==> src/rtl/itc_cell_pkg.sv <==
package itc_cell_pkg;
  typedef enum logic [1:0] {
    VIEW_BYPASS  = 2'd0,
    VIEW_CTRL    = 2'd1,
    VIEW_EF_SYNC = 2'd2,
    VIEW_EF_TRY  = 2'd3
  } view_e;

  localparam int TAG_EMPTY_BIT = 0;
  localparam int TAG_FULL_BIT  = 1;
  localparam int TAG_FIFO_BIT  = 2;

  typedef struct packed {
    logic push;
    logic pop;
    logic ovr;
    logic flush;
    logic rd_wait;
    logic wr_wait;
  } cell_op_t;
endpackage

==> src/rtl/itc_cell_store.sv <==
module itc_cell_store #(
  parameter int DEPTH = 4,
  parameter int DW    = 32,
  localparam int PW   = (DEPTH > 1) ? $clog2(DEPTH) : 1,
  localparam int CW   = $clog2(DEPTH + 1)
) (
  input  logic          clk_i,
  input  logic          rst_ni,
  input  logic          push_i,
  input  logic          pop_i,
  input  logic          ovr_i,
  input  logic          flush_i,
  input  logic [DW-1:0] wdata_i,
  output logic [DW-1:0] head_o,
  output logic          empty_o,
  output logic          full_o,
  output logic [CW-1:0] count_o
);
  logic [DW-1:0] mem_q [DEPTH];
  logic [PW-1:0] rd_ptr_q, wr_ptr_q, newest;
  logic [CW-1:0] count_q;

  function automatic logic [PW-1:0] ptr_inc(input logic [PW-1:0] p);
    return (p == PW'(DEPTH - 1)) ? '0 : p + 1'b1;
  endfunction

  assign newest  = (wr_ptr_q == '0) ? PW'(DEPTH - 1) : wr_ptr_q - 1'b1;
  assign head_o  = mem_q[rd_ptr_q];
  assign empty_o = (count_q == '0);
  assign full_o  = (count_q == CW'(DEPTH));
  assign count_o = count_q;

  for (genvar g = 0; g < DEPTH; g++) begin : g_slot
    always_ff @(posedge clk_i or negedge rst_ni) begin
      if (!rst_ni) begin
        mem_q[g] <= '0;
      end else if ((push_i && wr_ptr_q == PW'(g)) || (ovr_i && newest == PW'(g))) begin
        mem_q[g] <= wdata_i;
      end
    end
  end

  always_ff @(posedge clk_i or negedge rst_ni) begin
    if (!rst_ni) begin
      rd_ptr_q <= '0;
      wr_ptr_q <= '0;
      count_q  <= '0;
    end else if (flush_i) begin
      rd_ptr_q <= '0;
      wr_ptr_q <= '0;
      count_q  <= '0;
    end else if (push_i) begin
      wr_ptr_q <= ptr_inc(wr_ptr_q);
      count_q  <= count_q + 1'b1;
    end else if (pop_i) begin
      rd_ptr_q <= ptr_inc(rd_ptr_q);
      count_q  <= count_q - 1'b1;
    end
  end

  p_no_overflow_r3: assert property (@(posedge clk_i) disable iff (!rst_ni)
    push_i |-> !full_o);
  p_no_underflow_r2: assert property (@(posedge clk_i) disable iff (!rst_ni)
    pop_i |-> !empty_o);
  p_count_bound_r3: assert property (@(posedge clk_i) disable iff (!rst_ni)
    count_q <= CW'(DEPTH));
  p_ovr_nonempty_r7: assert property (@(posedge clk_i) disable iff (!rst_ni)
    ovr_i |-> !empty_o);
  p_flush_empties_r8: assert property (@(posedge clk_i) disable iff (!rst_ni)
    flush_i |=> empty_o);
endmodule

==> src/rtl/itc_cell_view.sv <==
module itc_cell_view
  import itc_cell_pkg::*;
#(
  parameter int DW = 32
) (
  input  logic          req_i,
  input  view_e         view_i,
  input  logic          we_i,
  input  logic [DW-1:0] wdata_i,
  input  logic          empty_i,
  input  logic          full_i,
  input  logic [DW-1:0] head_i,
  output cell_op_t      op_o,
  output logic [DW-1:0] rdata_o,
  output logic          block_o
);
  logic [DW-1:0] tag;

  always_comb begin
    tag = '0;
    tag[TAG_EMPTY_BIT] = empty_i;
    tag[TAG_FULL_BIT]  = full_i;
    tag[TAG_FIFO_BIT]  = 1'b1;
  end

  always_comb begin
    op_o    = '0;
    rdata_o = '0;
    block_o = 1'b0;
    if (req_i) begin
      unique case (view_i)
        VIEW_BYPASS: begin
          if (we_i) op_o.ovr = !empty_i;
          else      rdata_o  = empty_i ? '0 : head_i;
        end
        VIEW_CTRL: begin
          if (we_i) op_o.flush = wdata_i[TAG_EMPTY_BIT];
          else      rdata_o    = tag;
        end
        VIEW_EF_SYNC, VIEW_EF_TRY: begin
          if (we_i) begin
            op_o.push    = !full_i;
            op_o.wr_wait = full_i && (view_i == VIEW_EF_SYNC);
          end else begin
            op_o.pop     = !empty_i;
            op_o.rd_wait = empty_i && (view_i == VIEW_EF_SYNC);
            rdata_o      = empty_i ? '0 : head_i;
          end
          block_o = op_o.rd_wait || op_o.wr_wait;
        end
        default: ;
      endcase
    end
  end
endmodule

==> src/rtl/itc_cell_waits.sv <==
module itc_cell_waits #(
  parameter int NTHR  = 4,
  localparam int TIDW = (NTHR > 1) ? $clog2(NTHR) : 1
) (
  input  logic            clk_i,
  input  logic            rst_ni,
  input  logic [TIDW-1:0] tid_i,
  input  logic            rd_wait_i,
  input  logic            wr_wait_i,
  input  logic            push_i,
  input  logic            pop_i,
  input  logic            flush_i,
  output logic [NTHR-1:0] blocked_o,
  output logic [NTHR-1:0] wake_o
);
  logic [NTHR-1:0] rd_q, wr_q, wake_q, sel, rel_rd, rel_wr;

  always_comb begin
    sel = '0;
    sel[tid_i] = 1'b1;
  end

  assign rel_rd = push_i ? rd_q : '0;
  assign rel_wr = (pop_i || flush_i) ? wr_q : '0;

  always_ff @(posedge clk_i or negedge rst_ni) begin
    if (!rst_ni) begin
      rd_q   <= '0;
      wr_q   <= '0;
      wake_q <= '0;
    end else begin
      rd_q   <= (rd_q & ~rel_rd) | (rd_wait_i ? sel : '0);
      wr_q   <= (wr_q & ~rel_wr) | (wr_wait_i ? sel : '0);
      wake_q <= rel_rd | rel_wr;
    end
  end

  assign blocked_o = rd_q | wr_q;
  assign wake_o    = wake_q;

  p_wake_was_blocked_r9: assert property (@(posedge clk_i) disable iff (!rst_ni)
    (wake_o & ~$past(blocked_o)) == '0);
  p_push_frees_readers_r9: assert property (@(posedge clk_i) disable iff (!rst_ni)
    push_i |=> (rd_q & $past(rd_q)) == '0);
  p_pop_frees_writers_r9: assert property (@(posedge clk_i) disable iff (!rst_ni)
    (pop_i || flush_i) |=> (wr_q & $past(wr_q)) == '0);
  p_wait_sets_bit_r4: assert property (@(posedge clk_i) disable iff (!rst_ni)
    (rd_wait_i || wr_wait_i) |=> blocked_o[$past(tid_i)]);
endmodule

==> src/rtl/itc_fifo_cell.sv <==
module itc_fifo_cell
  import itc_cell_pkg::*;
#(
  parameter int DEPTH = 4,
  parameter int DW    = 32,
  parameter int NTHR  = 4,
  localparam int TIDW = (NTHR > 1) ? $clog2(NTHR) : 1,
  localparam int CW   = $clog2(DEPTH + 1)
) (
  input  logic            clk_i,
  input  logic            rst_ni,
  input  logic            req_i,
  input  logic [1:0]      view_i,
  input  logic            we_i,
  input  logic [TIDW-1:0] tid_i,
  input  logic [DW-1:0]   wdata_i,
  output logic [DW-1:0]   rdata_o,
  output logic            block_o,
  output logic [NTHR-1:0] blocked_o,
  output logic [NTHR-1:0] wake_o
);
  cell_op_t      op;
  view_e         view;
  logic [DW-1:0] head;
  logic          empty, full;
  logic [CW-1:0] count;

  assign view = view_e'(view_i);

  itc_cell_view #(.DW(DW)) u_view (
    .req_i   (req_i),
    .view_i  (view),
    .we_i    (we_i),
    .wdata_i (wdata_i),
    .empty_i (empty),
    .full_i  (full),
    .head_i  (head),
    .op_o    (op),
    .rdata_o (rdata_o),
    .block_o (block_o)
  );

  itc_cell_store #(.DEPTH(DEPTH), .DW(DW)) u_store (
    .clk_i   (clk_i),
    .rst_ni  (rst_ni),
    .push_i  (op.push),
    .pop_i   (op.pop),
    .ovr_i   (op.ovr),
    .flush_i (op.flush),
    .wdata_i (wdata_i),
    .head_o  (head),
    .empty_o (empty),
    .full_o  (full),
    .count_o (count)
  );

  itc_cell_waits #(.NTHR(NTHR)) u_waits (
    .clk_i     (clk_i),
    .rst_ni    (rst_ni),
    .tid_i     (tid_i),
    .rd_wait_i (op.rd_wait),
    .wr_wait_i (op.wr_wait),
    .push_i    (op.push),
    .pop_i     (op.pop),
    .flush_i   (op.flush),
    .blocked_o (blocked_o),
    .wake_o    (wake_o)
  );

  p_try_never_blocks_r6: assert property (@(posedge clk_i) disable iff (!rst_ni)
    (req_i && view == VIEW_EF_TRY) |-> !block_o);
  p_block_only_sync_r4: assert property (@(posedge clk_i) disable iff (!rst_ni)
    block_o |-> (req_i && view == VIEW_EF_SYNC));
  p_bypass_keeps_level_r7: assert property (@(posedge clk_i) disable iff (!rst_ni)
    (req_i && view == VIEW_BYPASS) |=> $stable(count));
  p_blocked_keeps_queue_r5: assert property (@(posedge clk_i) disable iff (!rst_ni)
    block_o |=> $stable(count));
  p_ctrl_never_blocks_r8: assert property (@(posedge clk_i) disable iff (!rst_ni)
    (req_i && view == VIEW_CTRL) |-> !block_o);
endmodule

==> config.mk <==
export PLATFORM = sky130hd
export DESIGN_NAME = itc_fifo_cell
export DESIGN_NICKNAME = d
export VERILOG_FILES = /design/src/rtl/itc_cell_pkg.sv /design/src/rtl/itc_cell_store.sv /design/src/rtl/itc_cell_view.sv /design/src/rtl/itc_cell_waits.sv /design/src/rtl/itc_fifo_cell.sv
export SDC_FILE = /design/constraint.sdc
export NUM_CORES = 1
export LEC_CHECK = 0
export BUFFER_PORTS_ARGS = -buffer_cell sky130_fd_sc_hd__buf_2
export CELL_PAD_IN_SITES_DETAIL_PLACEMENT = 1
export CELL_PAD_IN_SITES_GLOBAL_PLACEMENT = 1
export CORE_MARGIN = 2
export CORE_UTILIZATION = 28
export DETAILED_ROUTE_END_ITERATION = 6
export GPL_ROUTABILITY_DRIVEN = 0
export PLACE_DENSITY = 0.58
export SLEW_MARGIN = 20
export SYNTH_ARGS = -nofsm -noshare
export SYNTH_HDL_FRONTEND = slang
export SYNTH_SLANG_ARGS = --single-unit
==> constraint.sdc <==
create_clock -name clk_i -period 6 [get_ports clk_i]
set_input_delay 0.3 -clock clk_i [delete_from_list [all_inputs] [get_ports clk_i]]
set_output_delay 0.3 -clock clk_i [all_outputs]
set_load 0.03 [all_outputs]
==> results.md <==
- Outcome: completed
- RSZ-0062 raised after global routing: false
- Non-Filler Instances: 865
- Clock H-tree levels: 4
- CTS tree: yes
- Share of layout cells above drive strength 1: 0.564
- Drt initial violations: 139
- CTS Sinks: 147
- Total grt overflow: 0
- Worst path max stage delay: 0.59 ns
- DR DRC count: 0
- CTS Root Cell: clkbuf_16
- # placed instances: 832
- CP max stage cell: nand3b_1
- Vias in the first global route: 4648
- Seq/Total Area, Yosys: 0.517
- Slew @ Worst Pin: 1.02 ns
- Sw Ratio: 0.301
- Total CTS buffers: 17
- Drt first pass iters: 4
- MaxCap Viol Count: 0
- Net Switching: 1280 uW
- Tcrit/Tclk final: 0.519
- CP Data Required Time: 5.70 ns
- Syn Inst Count: 446
- Layout area overhead: 17.2%
- Worst skew pair latency: 0.42 ns
- Met1 GRT Util: 0.166
- Clock slew at the register clock pins of the worst setup and hold paths: 0.07 ns
- Slew Limit Fails: 0
- Crit path cell chain: nor3_1 > nor2_1 > nand3b_1 > buf_4 > nor2b_1 > buf_2
- Reg power frac: 0.409
- Seq cells post-synth: 147
- Post-route cell area: 8330 sq um
- Setup violations, final: 0
- Fin Setup TNS: 0 ns
- Met2 GRT Util: 0.227
- Hold Violations, Final: 0
- Starting Density: 0.284
- DR vias/cell: 4.70
- Worst setup SP type: flop
- PD cells: 511 nW/um^2
- R2R cell count: 5
- Final min period: 3.11 ns
- Hold crit path type: in2reg
- Final Net Count: 569
- Placed cell area: 7730 sq um
- Core Rows: 58
- Crit path to: rdata_o[31]
- Initial antenna violation count: 2
- Routed wire per std cell: 19.5 um
- Routed Antenna Nets: 0
- Ranking of synthesized cells by area: dfrtp_1 (52%), mux2_4 (13%), mux2_2 (11%), mux4_2 (10%), nor2b_1 (2.8%)
- Die width: 163 um
- Reg2reg start: u_store.count_o[2]
- DRT Wirelength: 16.9 mm
- Max clock buf depth: 2
- Core box area: 25000 sq um
- FF-to-FF setup slack: 3.50 ns
- Mean cell area of the mapped netlist: 15.9 sq um
- Synth Flop Type: dfrtp_1
- Area leader, netlist: dfrtp_1
- Pin count of the biggest net entering global routing: 82
- Slew margin rel.: 0.317
- P_int: 2980 uW
- Clock power frac: 0.250
- Leakage: 0.00370 uW
- Combinational share of power: 0.340
- Count of cell types in the netlist: 38
- Via count: 4068
- Synth warnings: 0
- Synth top area share: 0.517
- Total track usage: 0.133
- Clock skew: 0.0101 ns
- IO buf count: 80
- Synthesized net count: 493
- CP max FO: 18
- Worst path arrival time: 2.81 ns
- Setup CP Type: reg2out
- CP Capture Type: primary output
- Ys async rst share: 1.00
- Number of flops mapped to enable cells by yosys: 0
- Peak supply drop: 147 uV
- Detail Placement HPWL: 10.6 mm
- Chip height: 163 um
- Die footprint: 26700 sq um
- Mapped Area: 7110 sq um
- GRT Max-Usage Layer: met2
- # IOs: 81
- Fmax: 321 MHz
- Met3 Use GR: 0.0289
- Reg2reg end: u_store.mem_q[82]
- First-pass GRT wire length: 26.8 mm
- Total power: 4260 uW
- CP Launch Point: u_store.count_o[2]
## logic make-up after synthesis
kind of cell | share of synthesized area
simple gates | 0.0579
fa+ha+maj | 0.0134
flops | 0.517
buf+inv | 0.0364
xor+xnor | 0.00123
compound gates | 0.0382
mux | 0.336
## what timing repair did
action / in CTS / in global routing
gates resized for setup: 0 / 0
hold endpoints to repair: 80 / 0
setup buffers: 0 / 0
hold buffers: 1 / 0
## worst max-delay path, delay by kind of cell, from the launching register on
kind | cells | cell delay (ns)
buf+inv | 2 | 0.57
flops | 1 | 0.48
simple gates | 4 | 1.33
## power groups by stage
stage / clock, uW / sequential (uW) / combinational (uW)
3_3_place_gp: 0 / 1700 / 1430
5_1_grt: 1140 / 1800 / 1570
4_1_cts: 1100 / 1740 / 1480
2_1_floorplan: 0 / 1600 / 1270
6_report: 1060 / 1740 / 1450
3_5_place_dp: 0 / 1750 / 1480
## final cells by class
type | count | area [sq um]
fillers | 2619 | 16700
well taps | 330 | 413
repair buffers | 84 | 439
clock inverters | 13 | 153
inverters | 8 | 32.5
diodes | 1 | 2.50
clock buffers | 18 | 439
multi-input cells | 264 | 3170
flip-flops and latches | 147 | 3680
## flip-flops by register name, indices dropped and copies added (netlist names)
name	cells
u_store.rd_ptr_q	2
u_store.count_o	3
u_store.wr_ptr_q	2
u_waits.rd_q	4
u_waits.wr_q	4
u_store.mem_q	128
u_waits.wake_o	4
## stage by stage
stage	worst slack, ns	hold WS (ns)	utilization
after floorplan	3.96	0.00441	-
after global placement	3.38	0.382	0.309
after detailed placement	3.31	0.405	0.309
after CTS	2.85	0.133	0.333
after global routing	2.66	0.144	0.333
final	2.89	0.153	0.333
## metal layers
layer | up-vias | wire length (um) | part of all wire
met5 | - | 11 | 0.00065
met3 | 23 | 552 | 0.033
met4 | 2 | 290 | 0.017
li1 | 1793 | - | -
met1 | 2184 | 7530 | 0.45
met2 | 66 | 8490 | 0.50
## cell usage after synthesis (all sizes together), types with 2 or more instances
cell / number
ha: 6
nor3: 4
a32o: 2
mux4: 32
mux2: 128
nor2b: 32
dfrtp: 147
buf: 18
clkbuf: 9
inv: 8
nor4: 3
nand3: 4
nor2: 8
a22o: 18
nand2: 4
o21ai: 3
o22ai: 2
or2: 6
## how the worst min path moves through the flow
stage	cells past startpoint	end	slack [ns]	from
global placement	1	u_store.mem_q[102]	0.38	rst_ni
detailed placement	1	u_store.mem_q[102]	0.40	rst_ni
floorplan	0	u_store.count_o[0]	0.004	rst_ni
finish	2	u_store.mem_q[106]	0.15	wdata_i[10]
CTS	2	u_store.mem_q[106]	0.13	wdata_i[10]
global route	2	u_store.mem_q[42]	0.14	wdata_i[10]
## cells in the final DEF, fill, tap and decap left out, types with 2 or more instances in the layout
master,Yosys,routed
a22o_1,5,5
o22ai_1,2,2
mux2_2,68,68
clkinv_4,0,5
inv_6,0,2
a22o_4,2,2
a32o_1,2,2
ha_1,6,6
nor4_1,2,2
buf_2,10,79
clkinvlp_4,0,2
buf_4,0,3
nor2b_1,32,32
a22o_2,11,11
inv_1,7,7
o21ai_0,3,3
nand2_1,4,4
or2_2,6,6
nor3_1,4,4
dfrtp_1,147,145
bufinv_16,0,2
nor2_1,8,8
mux4_2,32,32
clkbuf_16,0,17
nand3_1,3,3
mux2_4,60,60
dfrtp_2,0,2
Power figures use the tool's default switching activity.
